<file path="config.mk">
export PLATFORM = sky130hd
export DESIGN_NAME = qser_tx
export DESIGN_NICKNAME = d
export VERILOG_FILES = /design/src/rtl/qser_pkg.sv /design/src/rtl/qser_baud.sv /design/src/rtl/qser_queue.sv /design/src/rtl/qser_frame.sv /design/src/rtl/qser_tx.sv
export SDC_FILE = /design/constraint.sdc
export NUM_CORES = 1
export LEC_CHECK = 0
export CORE_ASPECT_RATIO = 1.4
export CORE_MARGIN = 2
export CORE_UTILIZATION = 50
export DETAILED_ROUTE_END_ITERATION = 16
export PLACE_DENSITY_LB_ADDON = 0.3
export SYNTH_ARGS = -nofsm -noshare
export SYNTH_HDL_FRONTEND = slang
export SYNTH_SLANG_ARGS = --single-unit
</file>
<file path="constraint.sdc">
create_clock -name clk -period 2.98 [get_ports clk]
set_input_delay 0.596 -clock clk [delete_from_list [all_inputs] [get_ports clk]]
set_output_delay 0.596 -clock clk [all_outputs]
set_load 0.03 [all_outputs]
</file>
<file path="src/rtl/qser_pkg.sv">
package qser_pkg;

  localparam int unsigned WORD_W  = 9;
  localparam int unsigned FRAME_W = 11;

  typedef enum logic {
    FR_IDLE = 1'b0,
    FR_SEND = 1'b1
  } fr_state_t;

  // Assemble a frame, bit 0 goes out first. Unused high positions stay 1
  // so that the stop bit and trailing idle level come for free.
  function automatic logic [FRAME_W-1:0] build_frame(
    input logic [WORD_W-1:0] w,
    input logic              long_fr,
    input logic              par_en,
    input logic              par_odd
  );
    logic [FRAME_W-1:0] f;
    logic               p;
    int                 nd;
    f    = '1;
    f[0] = 1'b0;
    p    = par_odd;
    nd   = (long_fr ? 9 : 8) - (par_en ? 1 : 0);
    for (int i = 0; i < int'(WORD_W); i++) begin
      if (i < nd) begin
        f[i+1] = w[i];
        p      = p ^ w[i];
      end
    end
    if (par_en) f[nd+1] = p;
    return f;
  endfunction

endpackage

</file>
<file path="src/rtl/qser_baud.sv">
module qser_baud #(
  parameter int unsigned DIV_W = 13
) (
  input  logic             clk,
  input  logic             rst_n,
  input  logic [DIV_W-1:0] div,
  input  logic             restart,
  output logic             tick
);
  localparam int unsigned CW = DIV_W + 5;

  logic [CW-1:0] cnt_q;
  logic [CW-1:0] limit;
  logic          run;

  assign run   = (div != '0);
  assign limit = {div, 5'd0} - CW'(1);
  assign tick  = run && !restart && (cnt_q == limit);

  always_ff @(posedge clk or negedge rst_n) begin
    if (!rst_n) begin
      cnt_q <= '0;
    end else if (!run || restart || (cnt_q == limit)) begin
      cnt_q <= '0;
    end else begin
      cnt_q <= cnt_q + CW'(1);
    end
  end

endmodule

</file>
<file path="src/rtl/qser_queue.sv">
module qser_queue #(
  parameter int unsigned DEPTH = 16,
  parameter int unsigned DW    = 9
) (
  input  logic                     clk,
  input  logic                     rst_n,
  input  logic                     push,
  input  logic [DW-1:0]            push_data,
  input  logic                     pop,
  output logic [DW-1:0]            head,
  output logic [$clog2(DEPTH)-1:0] rd_ptr,
  output logic [$clog2(DEPTH):0]   count,
  output logic                     full,
  output logic [1:0]               half_empty
);
  localparam int unsigned AW   = $clog2(DEPTH);
  localparam int unsigned HALF = DEPTH / 2;

  logic [DW-1:0] mem [DEPTH];
  logic [AW-1:0] wr_q;
  logic [AW-1:0] rd_q;
  logic [AW:0]   cnt_q;

  assign full   = (cnt_q == (AW+1)'(DEPTH));
  assign head   = mem[rd_q];
  assign rd_ptr = rd_q;
  assign count  = cnt_q;

  always_ff @(posedge clk) begin
    if (push) mem[wr_q] <= push_data;
  end

  always_ff @(posedge clk or negedge rst_n) begin
    if (!rst_n) begin
      wr_q  <= '0;
      rd_q  <= '0;
      cnt_q <= '0;
    end else begin
      if (push) wr_q <= wr_q + AW'(1);
      if (pop)  rd_q <= rd_q + AW'(1);
      case ({push, pop})
        2'b10:   cnt_q <= cnt_q + (AW+1)'(1);
        2'b01:   cnt_q <= cnt_q - (AW+1)'(1);
        default: cnt_q <= cnt_q;
      endcase
    end
  end

  // One drained flag per half; the half is picked by the pointer MSB.
  for (genvar h = 0; h < 2; h++) begin : g_half
    localparam logic [AW-1:0] LAST = AW'(h * HALF + HALF - 1);
    always_ff @(posedge clk or negedge rst_n) begin
      if (!rst_n) begin
        half_empty[h] <= 1'b1;
      end else if (push && (wr_q[AW-1] == 1'(h))) begin
        half_empty[h] <= 1'b0;
      end else if (pop && (rd_q == LAST)) begin
        half_empty[h] <= 1'b1;
      end
    end
  end

endmodule

</file>
<file path="src/rtl/qser_frame.sv">
module qser_frame
  import qser_pkg::*;
(
  input  logic              clk,
  input  logic              rst_n,
  input  logic              tick,
  input  logic              load,
  input  logic [WORD_W-1:0] word,
  input  logic              long_fr,
  input  logic              par_en,
  input  logic              par_odd,
  output logic              txd,
  output logic              busy,
  output logic              stop_begin
);
  fr_state_t          st_q;
  logic [FRAME_W-1:0] sh_q;
  logic [3:0]         idx_q;
  logic [3:0]         len_q;

  assign busy       = (st_q == FR_SEND);
  assign txd        = busy ? sh_q[0] : 1'b1;
  assign stop_begin = busy && tick && (idx_q == (len_q - 4'd2));

  always_ff @(posedge clk or negedge rst_n) begin
    if (!rst_n) begin
      st_q  <= FR_IDLE;
      sh_q  <= '1;
      idx_q <= '0;
      len_q <= 4'd10;
    end else if (!busy) begin
      if (load) begin
        st_q  <= FR_SEND;
        sh_q  <= build_frame(word, long_fr, par_en, par_odd);
        idx_q <= '0;
        len_q <= long_fr ? 4'd11 : 4'd10;
      end
    end else if (tick) begin
      if (idx_q == (len_q - 4'd1)) begin
        st_q <= FR_IDLE;
      end else begin
        sh_q  <= {1'b1, sh_q[FRAME_W-1:1]};
        idx_q <= idx_q + 4'd1;
      end
    end
  end

endmodule

</file>
<file path="src/rtl/qser_tx.sv">
module qser_tx
  import qser_pkg::*;
#(
  parameter int unsigned DIV_W  = 13,
  parameter int unsigned QDEPTH = 16
) (
  input  logic                      clk,
  input  logic                      rst_n,
  input  logic [DIV_W-1:0]          cfg_div,
  input  logic                      cfg_long,
  input  logic                      cfg_par_en,
  input  logic                      cfg_par_odd,
  input  logic                      cfg_queue_en,
  input  logic                      cfg_irq_bot_en,
  input  logic                      cfg_irq_top_en,
  input  logic                      wr_valid,
  output logic                      wr_ready,
  input  logic [8:0]                wr_data,
  output logic                      txd,
  output logic                      tx_empty,
  output logic [$clog2(QDEPTH)-1:0] q_ptr,
  output logic [$clog2(QDEPTH):0]   q_pending,
  output logic                      q_bot_empty,
  output logic                      q_top_empty,
  output logic                      q_overflow,
  output logic                      irq_bot,
  output logic                      irq_top
);
  logic [WORD_W-1:0] hold_q;
  logic              hold_full;
  logic              src_q;
  logic              ovf_q;
  logic              q_push, h_push, q_full, q_pop;
  logic              avail, start, busy, stop_begin, tick;
  logic [WORD_W-1:0] q_head, word;
  logic [1:0]        half_empty;

  assign q_push   = cfg_queue_en && wr_valid && !q_full;
  assign h_push   = !cfg_queue_en && wr_valid && !hold_full;
  assign wr_ready = cfg_queue_en ? !q_full : !hold_full;
  assign avail    = cfg_queue_en ? (q_pending != '0) : hold_full;
  assign start    = !busy && avail && (cfg_div != '0);
  assign word     = cfg_queue_en ? q_head : hold_q;
  assign q_pop    = stop_begin && src_q;

  always_ff @(posedge clk or negedge rst_n) begin
    if (!rst_n) begin
      hold_q    <= '0;
      hold_full <= 1'b0;
      src_q     <= 1'b0;
      ovf_q     <= 1'b0;
    end else begin
      if (h_push) begin
        hold_q    <= wr_data;
        hold_full <= 1'b1;
      end else if (start && !cfg_queue_en) begin
        hold_full <= 1'b0;
      end
      if (start) src_q <= cfg_queue_en;
      if (!cfg_queue_en)           ovf_q <= 1'b0;
      else if (wr_valid && q_full) ovf_q <= 1'b1;
    end
  end

  qser_baud #(.DIV_W(DIV_W)) u_baud (
    .clk     (clk),
    .rst_n   (rst_n),
    .div     (cfg_div),
    .restart (start),
    .tick    (tick)
  );

  qser_queue #(.DEPTH(QDEPTH), .DW(WORD_W)) u_queue (
    .clk        (clk),
    .rst_n      (rst_n),
    .push       (q_push),
    .push_data  (wr_data),
    .pop        (q_pop),
    .head       (q_head),
    .rd_ptr     (q_ptr),
    .count      (q_pending),
    .full       (q_full),
    .half_empty (half_empty)
  );

  qser_frame u_frame (
    .clk        (clk),
    .rst_n      (rst_n),
    .tick       (tick),
    .load       (start),
    .word       (word),
    .long_fr    (cfg_long),
    .par_en     (cfg_par_en),
    .par_odd    (cfg_par_odd),
    .txd        (txd),
    .busy       (busy),
    .stop_begin (stop_begin)
  );

  assign tx_empty    = !hold_full;
  assign q_bot_empty = half_empty[0];
  assign q_top_empty = half_empty[1];
  assign q_overflow  = ovf_q;
  assign irq_bot     = half_empty[0] && cfg_irq_bot_en;
  assign irq_top     = half_empty[1] && cfg_irq_top_en;

endmodule

</file>
After elaboration in Yosys (flattened, before gate mapping) --
Memories as Yosys holds them, arrays and structs flattened. Index checks and enable logic that the tools add are counted.
Operators by class: muxes and demuxes 89, reductions and logical operators 37, add/subtract/negate cells 11, magnitude comparators 11, bitwise gates (word level) 11, equality and inequality tests 11
Operator list (number):
- $lt 4x32->1 const A | 4
- $mux 1 | 75
- $lt 3x32->1 const A | 2
- $mux 11 | 5
- $add 32x2->32 const B | 1
- $ge 32x1->1 const B | 1
- $lt 1x32->1 const A | 1
- $lt 2x32->1 const A | 1
- $lt 32x6->1 const B | 1
- $lt 5x32->1 const A | 1
- $sub 32x32->32 | 1
- $logic_and 1x1->1 | 20
- $add 18x1->18 const B | 1
- $eq 18x18->1 | 1
- $mux 18 | 1
- $sub 18x1->18 const B | 1
- $mux 4 | 4
- $reduce_bool 13->1 | 1
- $add 4x1->4 const B | 3
- $bwmux 11 | 1
- $pmux 5 s2 | 1
- $reduce_bool 2->1 | 5
- $mux 9 | 1
- $xor 1x1->1 | 9
- other kinds (19) | 28
Word-level totals: memories 1, output and inout bits 17, register bits 65, logic and storage cells 185, bits in writable memories 144, input port bits 31
Memories:
- u_queue.mem | depth 16, width 9, read ports 1, clocked after Yosys merged registers in 0, write ports 1, line qser_queue.sv:19 | logic [DW-1:0] mem [DEPTH];

Logic depth before layout (Yosys ltp) --
depth after elaboration 42, gate-level depth with buffers 17, depth with buffers taken out 17

Modules after synthesis --
A second synthesis with hierarchy kept.
Unflattened totals: cell total of the unflattened synthesis 639, area, all modules 9424.0 sq um
By module, submodules not included:
- qser_queue | area each 6317.3 sq um, times used 1, sequential area each 4702.0 sq um, cells an instance 322
- qser_baud | area each 1415.1 sq um, times used 1, sequential area each 450.4 sq um, cells an instance 160
- qser_frame | area each 1022.2 sq um, times used 1, sequential area each 439.2 sq um, cells an instance 101
- qser_tx | area each 669.4 sq um, times used 1, sequential area each 300.3 sq um, cells an instance 56

Worst setup path after synthesis --
Ideal clock, no wire load.
path kind in2reg, start point in cfg_div[0], end point reg u_queue.cnt_q[4] (netlist: u_queue.count[4]), buffers on the path 0, arrival 3.605 ns, cell stages on the path 16, slack -0.762 ns, path through inv_1 -> ha_1 -> or4b_1 -> or3_1 -> a211oi_1 -> o2111ai_1 -> nor4_1 -> ha_1 -> inv_1 -> fa_1 -> inv_1 -> a21o_1 -> a21oi_1 -> xnor2_1 -> nor2_1 -> xor2_1
On the way: longest elaborated chain between the ends 10, elaborated cells on any way between the ends 14, those cells by class 1 x add/sub; 3 x eq/ne; 1 x mux; 9 x reduce/logical
RTL lines:
- start, declared | line qser_tx.sv:9 | input logic [DIV_W-1:0] cfg_div,
- parallel branches: the longest is 4 deep, another holds $sub 18x1->18
- $logic_and 1x1->1 * | line qser_baud.sv:18 | assign tick = run && !restart && (cnt_q == limit);
- $logic_and 1x1->1 * (2 in series) | line qser_frame.sv:23 | assign stop_begin = busy && tick && (idx_q == (len_q - 4'd2));
- $logic_and 1x1->1 * | line qser_tx.sv:44 | assign q_pop = stop_begin && src_q;
- named net q_pop | line qser_tx.sv:33 | logic q_push, h_push, q_full, q_pop;
- $eq 2x1->1 or $eq 2x2->1 (tied branches) | line qser_queue.sv:41 | case ({push, pop})
- $pmux 5 s2 or $reduce_bool 2->1 (tied branches)
- end signal, assigned | line qser_queue.sv:42 | 2'b10: cnt_q <= cnt_q + (AW+1)'(1);
- end signal, assigned | line qser_queue.sv:43 | 2'b01: cnt_q <= cnt_q - (AW+1)'(1);
- end signal, assigned | line qser_queue.sv:44 | default: cnt_q <= cnt_q;
- end, declared | line qser_queue.sv:22 | logic [AW:0] cnt_q;
Mark *: on every way through the listed nets, which the timed path passes. A chain may end at the register's enable or synchronous reset.

Worst setup path after layout --
Same ends and word-level chain as after synthesis.

==> flow_summary.toml <==
[routing]
drcViolationCount = 0
routed_wirelength_um = 22500
wire_per_inst_um = 20.8
first_pass_iters = 5
drt_iter0_drc = 547
ant_nets = 0
vias_per_cell = 5.70
vias = 6164

[worst_setup_path]
path_cells = "buf_8 > inv_6 > ha_4 > or4b_4 > or3_4 > a211oi_4 > o2111ai_2 > nor4_2 > ha_2 > inv_2 > fa_2 > inv_2 > a21o_1 > a21oi_2 > xnor2_1 > nor2_1 > xor2_1"
worstSetupPathDepth = 17
required_ps = 3370
crit_type = "input port to register"
endpoint_kind = "register"
cpLargestDelayFamily = "simple AND/OR/NAND/NOR gates"
r2r_cells = 15
cpMostUsedCell = "inv_2"
arrival_ps = 3550
crit_path_max_fanout = 3
cp_slowest_cell = "or4b_4"
start_kind = "input port"
critPathMaxStageDelay_ps = 460
path_buf_inv = 4

[layout]
utilization_pct = 65.3
drive_above_1_share_pct = 33.6
layout.cells.most_common_list = "edfxtp_1, buf_4, dfrtp_1"
n_antenna_cell = 0
nNetsFinal = 873
fillers = 1280
syn2layout_area_growth_pct = 27.8
layout_commonest_cell = "edfxtp_1"
fin_cells = 1081

[yosys]
synth-edff-count = 144
ys_warn_count = 0
synth_area_um2 = 9550
syn_area_per_cell_um2 = 14.5
netlist.top_cell.by_area = "edfxtp_1"
syn_inst = 659
synth_top_area_share_pct = 45.3
synthTopCellsByArea = "edfxtp_1, dfrtp_1, mux4_2"
synth-seq-area-share_pct = 61.7
synth-main-ff-cell = "edfxtp_1"
async_flop_share_pct = 30.1
synth-seq-cells = 206
synth_cell_types = 67
syn_nets = 707

[sta]
finalCriticalPeriod_ps = 3170
finalHoldViolations = 0
period_share_pct = 106
final-setup-viol-count = 3
relSlewSlack_pct = 51.9
finalWorstSetupSlack_ps = -186
clock.fmax_mhz = 316
drv_slew = 0
worst_slew_pin_slew_ps = 719
rsz0062_at_grt = "true"
finClkSkew_ps = 21.0
tns_ps = -458

[clock_tree]
cts-htree-levels = 1
clkTransAtPathRegs_ps = 60
clockBufferDepth = 3
cts_buffers = 20
clk_latency_ps = 500
cts-root-buf = "clkbuf_16"
cts_tree = "yes"
cts-hold-fix-buffers = 0
clock-sinks = 206

[placement]
dp_cells = 1032
place_hpwl_um = 15500
pre_cts_slack_ps = -1350
io_buffers = 47
gp_congestion = 0.872

[grt]
grt_max_degree = 29
grt_usage_pct = 22.6
grt_first_pass_wirelength_um = 35000
first_global_vias = 6691
antenna_found_initial = 0
grt_overflow = 0

[die]
die_height_um = 168
io_pins = 48
num_rows = 59
core-area_um2 = 18700
design.die.area_um2 = 20200
initial_core_util_pct = 51.1
die_w_um = 121

[power_and_ir_drop]
powerDensity_nw_per_um2 = 602
p_leak_uw = 0.00462
irDropWorstVdd_mv = 0.459

[run_status]
failed_checks = "setup timing"
status = "complete, but fails checks"

[hold_path]
hold_class = "input port to async pin"

[flow_run]
cap_violations = 0
==> cells by family (layout without fill, tap and decap cells) <==
kind of cell / after synthesis / count (layout) / synth area share, %
buffers and inverters: 44 / 222 / 2.31
flip-flops: 206 / 206 / 61.7
XOR/XNOR: 52 / 52 / 5.21
AO/OA/AOI/OAI: 75 / 75 / 5.27
AND/OR/NAND/NOR: 201 / 201 / 11.0
multiplexers: 64 / 64 / 12.2
adder cells (fa/ha/maj): 17 / 17 / 2.31
==> flip-flops by register name, indices dropped and copies added, names as in the netlist, 2 cells and up <==
signal              count
hold_q                  9
u_queue.rd_ptr          4
u_frame.sh_q           11
u_baud.cnt_q           18
u_queue.mem           144
u_queue.count           5
u_queue.wr_q            4
u_frame.idx_q           4
u_queue.half_empty      2
==> per-stage QoR <==
stage / hold slack (ps) / power, uW / cell area [um^2]
floorplan: 300 / 4290 / 9600
global placement: 464 / 4810 / 11200
detailed placement: 470 / 4880 / 11200
CTS: 117 / 7370 / 12100
global route: 164 / 7640 / 12200
finish: 128 / 7350 / 12200
==> metal layers <==
layer,part of all wire [%],global-route usage (%)
met1,38,25.1
met2,56,43.7
met3,4.0,3.03
met4,2.6,7.43
met5,0,0
==> worst register-to-register path, stage by stage (launching register included) <==
cell	delay [ps]
dfrtp_1	390
xor2_1	220
nand3_1	120
or3b_4	410
o21ai_2	100
nand2_1	90
nor4_2	300
ha_2	250
inv_2	50
fa_2	350
inv_2	60
a21o_1	120
a21oi_2	60
xnor2_1	160
nor2_1	70
xor2_1	160
==> cell usage after synthesis, types with 7 or more instances <==
cell,count
and2_1,17
mux4_2,27
xor2_1,27
nor2_1,45
mux2_2,17
and3_1,14
clkbuf_1,13
nor3_1,9
nor2b_1,8
a22oi_1,7
inv_1,18
mux4_1,10
edfxtp_1,144
a21oi_1,17
nand3_1,19
nand4_1,10
ha_1,16
nand2b_1,12
xnor2_1,22
dfstp_2,13
o21ai_0,15
dfrtp_1,49
mux2i_1,10
nand2_1,42
==> worst paths after layout <==
path	from	endpoint	slack, ps
worst max-delay path	cfg_div[0]	u_queue.count[4]	-190
worst min-delay path	rst_n	u_baud.cnt_q[14]	130
worst max register to register	u_baud.cnt_q[13]	u_queue.count[4]	-10
worst min register to register	src_q	src_q	480
max in group asynchronous	rst_n	u_frame.sh_q[2]	1990
min in group clk	src_q	src_q	480
==> where the power goes <==
part	internal (uW)	switching, uW
Sequential	3340	176
Combinational	670	717
Clock	1410	1030
==> timing repair <==
action / 4_1_cts / 5_1_grt
setup buffers: 12 / 3
gates cloned: 1 / 1
gates resized for setup: 54 / 37
setup endpoints to repair: 45 / 26
pin swaps: 25 / 16
hold endpoints to repair: 0 / 0
==> layout make-up <==
class / count / area [um^2] / area share, %
clock buffers: 23 / 512 / 4.19
inverters: 19 / 88.8 / 0.728
multi-input cells: 409 / 3660 / 30.0
flip-flops and latches: 206 / 5890 / 48.3
clock inverters: 11 / 114 / 0.933
well taps: 244 / 305 / 2.50
repair buffers: 169 / 1630 / 13.3
Note: power is estimated with default switching activity, not from simulation.
